===== src/rtl/wdt_pkg.sv =====
package wdt_pkg;
  parameter int CTRL_W     = 8;
  parameter int ARM_BIT    = 7;
  parameter int LOAD_BIT   = 2;
  parameter int PRESET_LSB = 3;
endpackage


===== src/rtl/wdt_arm_ctrl.sv =====
module wdt_arm_ctrl #(
  parameter int PRESET_W = 4,
  parameter int LOW_W    = 4,
  localparam int CNT_W   = PRESET_W + LOW_W
) (
  input  logic                       clk,
  input  logic                       rst_n,
  input  logic                       we,
  input  logic [wdt_pkg::CTRL_W-1:0] wdata,
  input  logic                       expire,
  output logic                       load_ok,
  output logic [CNT_W-1:0]           load_val,
  output logic                       armed_q
);
  import wdt_pkg::*;

  logic [CTRL_W-1:0] ctrl_q;
  logic [CTRL_W-1:0] rise;

  // per-bit rising-edge detection against the stored register
  for (genvar i = 0; i < CTRL_W; i++) begin : g_rise
    assign rise[i] = we & wdata[i] & ~ctrl_q[i];
  end

  assign load_ok  = rise[LOAD_BIT] & armed_q;
  assign load_val = {wdata[PRESET_LSB +: PRESET_W], {LOW_W{1'b1}}};

  always_ff @(posedge clk) begin
    if (!rst_n) begin
      ctrl_q  <= '0;
      armed_q <= 1'b0;
    end else begin
      if (we) ctrl_q <= wdata;
      if (expire)             armed_q <= 1'b0;
      else if (rise[ARM_BIT]) armed_q <= 1'b1;
      else if (load_ok)       armed_q <= 1'b0;
    end
  end
endmodule


===== src/rtl/wdt_down_counter.sv =====
module wdt_down_counter #(
  parameter int CNT_W = 8
) (
  input  logic             clk,
  input  logic             rst_n,
  input  logic             tick,
  input  logic             pwr_on,
  input  logic             load,
  input  logic [CNT_W-1:0] load_val,
  input  logic             expire,
  output logic             step,
  output logic [CNT_W-1:0] count,
  output logic             running
);
  assign step = running & pwr_on & tick & ~load;

  always_ff @(posedge clk) begin
    if (!rst_n) begin
      count   <= '0;
      running <= 1'b0;
    end else if (load) begin
      count   <= load_val;
      running <= 1'b1;
    end else if (step) begin
      count <= count - 1'b1;
      if (expire) running <= 1'b0;
    end
  end
endmodule


===== src/rtl/wdt_alarm.sv =====
module wdt_alarm #(
  parameter int CNT_W = 8
) (
  input  logic             clk,
  input  logic             rst_n,
  input  logic             tick,
  input  logic             step,
  input  logic [CNT_W-1:0] count,
  input  logic             irq_clr,
  output logic             expire,
  output logic             irq,
  output logic             wd_rst
);
  localparam logic [CNT_W-1:0] WARN_AT = CNT_W'(2);
  localparam logic [CNT_W-1:0] LAST_AT = CNT_W'(1);

  logic warn;
  assign warn   = step & (count == WARN_AT);
  assign expire = step & (count == LAST_AT);

  always_ff @(posedge clk) begin
    if (!rst_n) begin
      irq    <= 1'b0;
      wd_rst <= 1'b0;
    end else begin
      if (warn)         irq <= 1'b1;
      else if (irq_clr) irq <= 1'b0;
      if (expire)             wd_rst <= 1'b1;
      else if (tick & wd_rst) wd_rst <= 1'b0;
    end
  end
endmodule


===== src/rtl/wdog_armed_timer.sv =====
module wdog_armed_timer #(
  parameter int PRESET_W = 4,
  parameter int LOW_W    = 4
) (
  input  logic       clk,
  input  logic       rst_n,
  input  logic       ctrl_we,
  input  logic [7:0] ctrl_wdata,
  input  logic       tick,
  input  logic       pwr_on,
  input  logic       irq_clr,
  output logic       irq,
  output logic       wd_rst
);
  localparam int CNT_W = PRESET_W + LOW_W;

  logic             load_ok;
  logic [CNT_W-1:0] load_val;
  logic             armed_q;
  logic             expire;
  logic             step;
  logic [CNT_W-1:0] count;
  logic             running;

  wdt_arm_ctrl #(.PRESET_W(PRESET_W), .LOW_W(LOW_W)) u_ctrl (
    .clk(clk), .rst_n(rst_n), .we(ctrl_we), .wdata(ctrl_wdata),
    .expire(expire), .load_ok(load_ok), .load_val(load_val), .armed_q(armed_q)
  );

  wdt_down_counter #(.CNT_W(CNT_W)) u_cnt (
    .clk(clk), .rst_n(rst_n), .tick(tick), .pwr_on(pwr_on),
    .load(load_ok), .load_val(load_val), .expire(expire),
    .step(step), .count(count), .running(running)
  );

  wdt_alarm #(.CNT_W(CNT_W)) u_alarm (
    .clk(clk), .rst_n(rst_n), .tick(tick), .step(step), .count(count),
    .irq_clr(irq_clr), .expire(expire), .irq(irq), .wd_rst(wd_rst)
  );
endmodule


===== config.mk =====
export PLATFORM = sky130hd
export DESIGN_NAME = wdog_armed_timer
export DESIGN_NICKNAME = d
export VERILOG_FILES = /design/src/rtl/wdt_pkg.sv /design/src/rtl/wdt_arm_ctrl.sv /design/src/rtl/wdt_down_counter.sv /design/src/rtl/wdt_alarm.sv /design/src/rtl/wdog_armed_timer.sv
export SDC_FILE = /design/constraint.sdc
export NUM_CORES = 1
export LEC_CHECK = 0
export BUFFER_PORTS_ARGS = -buffer_cell sky130_fd_sc_hd__buf_2
export CORE_MARGIN = 4
export CORE_UTILIZATION = 50
export CTS_CLUSTER_DIAMETER = 60
export DETAILED_ROUTE_END_ITERATION = 10
export PLACE_DENSITY_LB_ADDON = 0.05
export SYNTH_ARGS = -nofsm -noshare
export SYNTH_HDL_FRONTEND = slang
export SYNTH_SLANG_ARGS = --single-unit

===== constraint.sdc =====
create_clock -name clk -period 2.4 [get_ports clk]
set_input_delay 0.48 -clock clk [delete_from_list [all_inputs] [get_ports clk]]
set_output_delay 0.48 -clock clk [all_outputs]
set_load 0.005 [all_outputs]

==> flow_summary.yaml <==
clock_network:
  path_clk_slew_ns: 0.08
  clock_sinks: 14
  cts_tree: "yes"
  htreeDepth: 1
  insertion_delay_ns: 0.28
  clockBufferDepth: 2
  root_buffer: "clkbuf_4"
  postCtsSetupBuffers: 0
  cts_made_buffers: 3
  ctsHoldBuffers: 0
  cts_resized: 0
sta:
  slew_violations: 0
  post-route-period-util_pct: 71.0
  hold_viol_final: 0
  setup_viol: 0
  worst_slew_pin_slew_ns: 0.530
  rsz0062_at_grt: "false"
  fmax_ghz: 0.587
  min_period_ns: 1.70
  finalClockSkew_ns: 0.00411
  slew_headroom_pct: 64.3
  hold_slack_ns: 0.453
  setup_tns_ns: 0
worst_setup_path:
  crit_arrival_ns: 1.87
  max_stage_delay_ns: 0.48
  cp_max_fo: 6
  critical_path_class: "flop to flop"
  cp_slowest_cell: "or4b_1"
  cp.required_ns: 2.57
  path_cells: "ha_1, or4b_1, o41ai_2, nor2_1"
  worstSetupStartpointType: "flop"
  endpoint_kind: "flop"
power_and_ir_drop:
  power_uw: 468
  seq_power_share_pct: 53.4
  power_density_nw_per_um2: 561
  ir_drop_mv: 0.301
  p_int_uw: 357
  p_sw_share_pct: 23.8
  p_switching_uw: 111
  clkPwrFrac_pct: 36.0
  p_leak_nw: 0.313
  combPwrFrac_pct: 10.5
routing:
  vias: 691
  ant_nets: 0
  drt_pass1_iterations: 4
  drc: 0
  wirelength_mm: 1.48
  wl_per_cell_um: 13.5
  drt_iter0_markers: 7
  vias_per_cell: 6.34
grt:
  antenna_found_initial: 0
  grt_usage_pct: 17.7
  grt_pass1_vias: 618
  grt_pass1_wl_mm: 2.64
  grt_max_degree: 14
  grt-ovfl-total: 0
die:
  fp.dieH_um: 46.0
  die_area_sq_um: 2110
  dieWidth_um: 46.0
  fp-row-count: 13
  start_util_pct: 54.0
  io_pins: 16
  design.core.area_sq_um: 1330
synth:
  yosysUniqueCellTypes: 36
  synth_warnings: 0
  syn_avg_cell_area_sq_um: 9.12
  synth_area_sq_um: 721
  ys_ff_latch: 14
  synth_nets: 96
  syn_inst: 79
  ys_seq_area_share_pct: 38.9
layout:
  drive_gt1_share_pct: 23.4
  area_growth_pct: 15.6
  stdcell_count: 109
  n_antenna_cell: 0
  fillers: 134
  final_nets: 112
  finalInstanceArea_sq_um: 833
run:
  cap_violations: 0
hold_path:
  hp-class: "input pin to flop"
placement:
  hpwl_mm: 1.12
  dp.cells: 105
  gp_congestion: 0.796
  dpl_cell_area_sq_um: 797
  portBuffers: 13
run_status:
  status: "finished, final reports clean"
registers in the layout (all words and copies together), names as in the netlist:
register / cells
u_alarm.wd_rst: 1
u_cnt.count: 8
u_cnt.running: 1
u_alarm.irq: 1
u_ctrl.ctrl_q: 2
u_ctrl.armed_q: 1
cell families (layout without fill, tap and decap cells):
kind of cell | Yosys count | count (layout) | share of synthesized area [%]
buffers and inverters | 6 | 21 | 3.12
and+or+nand+nor | 31 | 31 | 28.3
DFF | 14 | 14 | 38.9
adders and majority gates | 3 | 3 | 5.21
xor gates and xnor gates | 2 | 2 | 2.43
muxes | 2 | 2 | 2.95
AOI/OAI and AO/OA | 21 | 21 | 19.1
metal layers:
layer	part of all wire [%]	vias up	GRT usage (%)
li1	-	342	-
met1	42	318	20.5
met2	48	26	28.8
met3	7.0	5	4.74
met4	2.4	0	10.2
met5	0	-	0
power by group through the flow:
stage	sequential (mW)	clock [mW]	combinational, mW
floorplan	0.253	0	0.0312
detailed placement	0.255	0	0.0493
finish	0.250	0.169	0.0492
global route	0.251	0.189	0.0565
CTS	0.250	0.177	0.0496
global placement	0.255	0	0.0479
cells in the mapped netlist:
master	n	area, sq um
o21a_1	1	7.51
nor3b_1	1	7.51
and4_1	1	8.76
nand4b_1	1	8.76
nor2b_1	1	6.26
dfxtp_1	14	280
a31oi_1	3	18.8
or4_2	1	8.76
clkbuf_1	2	7.51
o21ai_0	5	25.0
or4_1	1	7.51
or3_4	1	11.3
a21oi_1	6	30.0
nand3b_1	1	7.51
nand2b_1	2	12.5
xnor2_1	1	8.76
ha_1	3	37.5
and3_1	1	6.26
mux2i_1	1	10.0
nand2_1	1	3.75
nand3_1	1	5.00
nor4_1	2	12.5
a31o_2	1	8.76
nor4b_1	1	8.76
xor2_1	1	8.76
o31ai_1	2	15.0
inv_1	4	15.0
a311oi_1	1	8.76
and4b_1	2	20.0
nor3_1	3	15.0
nand4_1	4	25.0
o41ai_2	1	16.3
mux2_2	1	11.3
nor2_1	5	18.8
a211oi_1	1	7.51
or4b_1	1	10.0
area by class of cell:
type                    instances  area (sq um)  area share, %
multi-input cells              59           418           50.2
flip-flops and latches         14           280           33.6
repair buffers                 13          65.1           7.81
clock buffers                   4          36.3           4.35
well taps                      15          18.8           2.25
inverters                       4          15.0           1.80
worst paths after layout:
check | startpoint | to | slack, ns | cells after the start
min | irq_clr | u_alarm.irq | 0.45 | 3
max reg2reg | u_cnt.count[0] | u_cnt.running | 0.70 | 4
max | u_cnt.count[0] | u_cnt.running | 0.70 | 4
min reg2reg | u_alarm.irq | u_alarm.irq | 0.47 | 2
metrics by stage:
stage / util, % / setup slack (ns)
final: 62.5 / 0.696
after global routing: 62.5 / 0.569
after CTS: 62.5 / 0.669
after detailed placement: 59.8 / 0.696
after global placement: 59.8 / 0.733
after floorplan: - / 0.830
placed cells by master (no fill, tap or decap), types with 2 or more instances in the layout:
cell / instances
o31ai_1: 2
clkbuf_4: 3
a21oi_1: 6
o21ai_0: 5
a31oi_1: 3
dfxtp_1: 14
nor2_1: 5
nor3_1: 3
and4b_1: 2
ha_1: 3
buf_2: 13
nand2b_1: 2
nor4_1: 2
nand4_1: 4
inv_1: 4
critical path: cells and delay by family (launching register included):
family,cells,cell delay (ns)
adder cells (fa/ha/maj),1,0.18
flip-flops,1,0.44
AND/OR/NAND/NOR,2,0.56
AO/OA/AOI/OAI,1,0.42
Power figures use the tool's default switching activity.
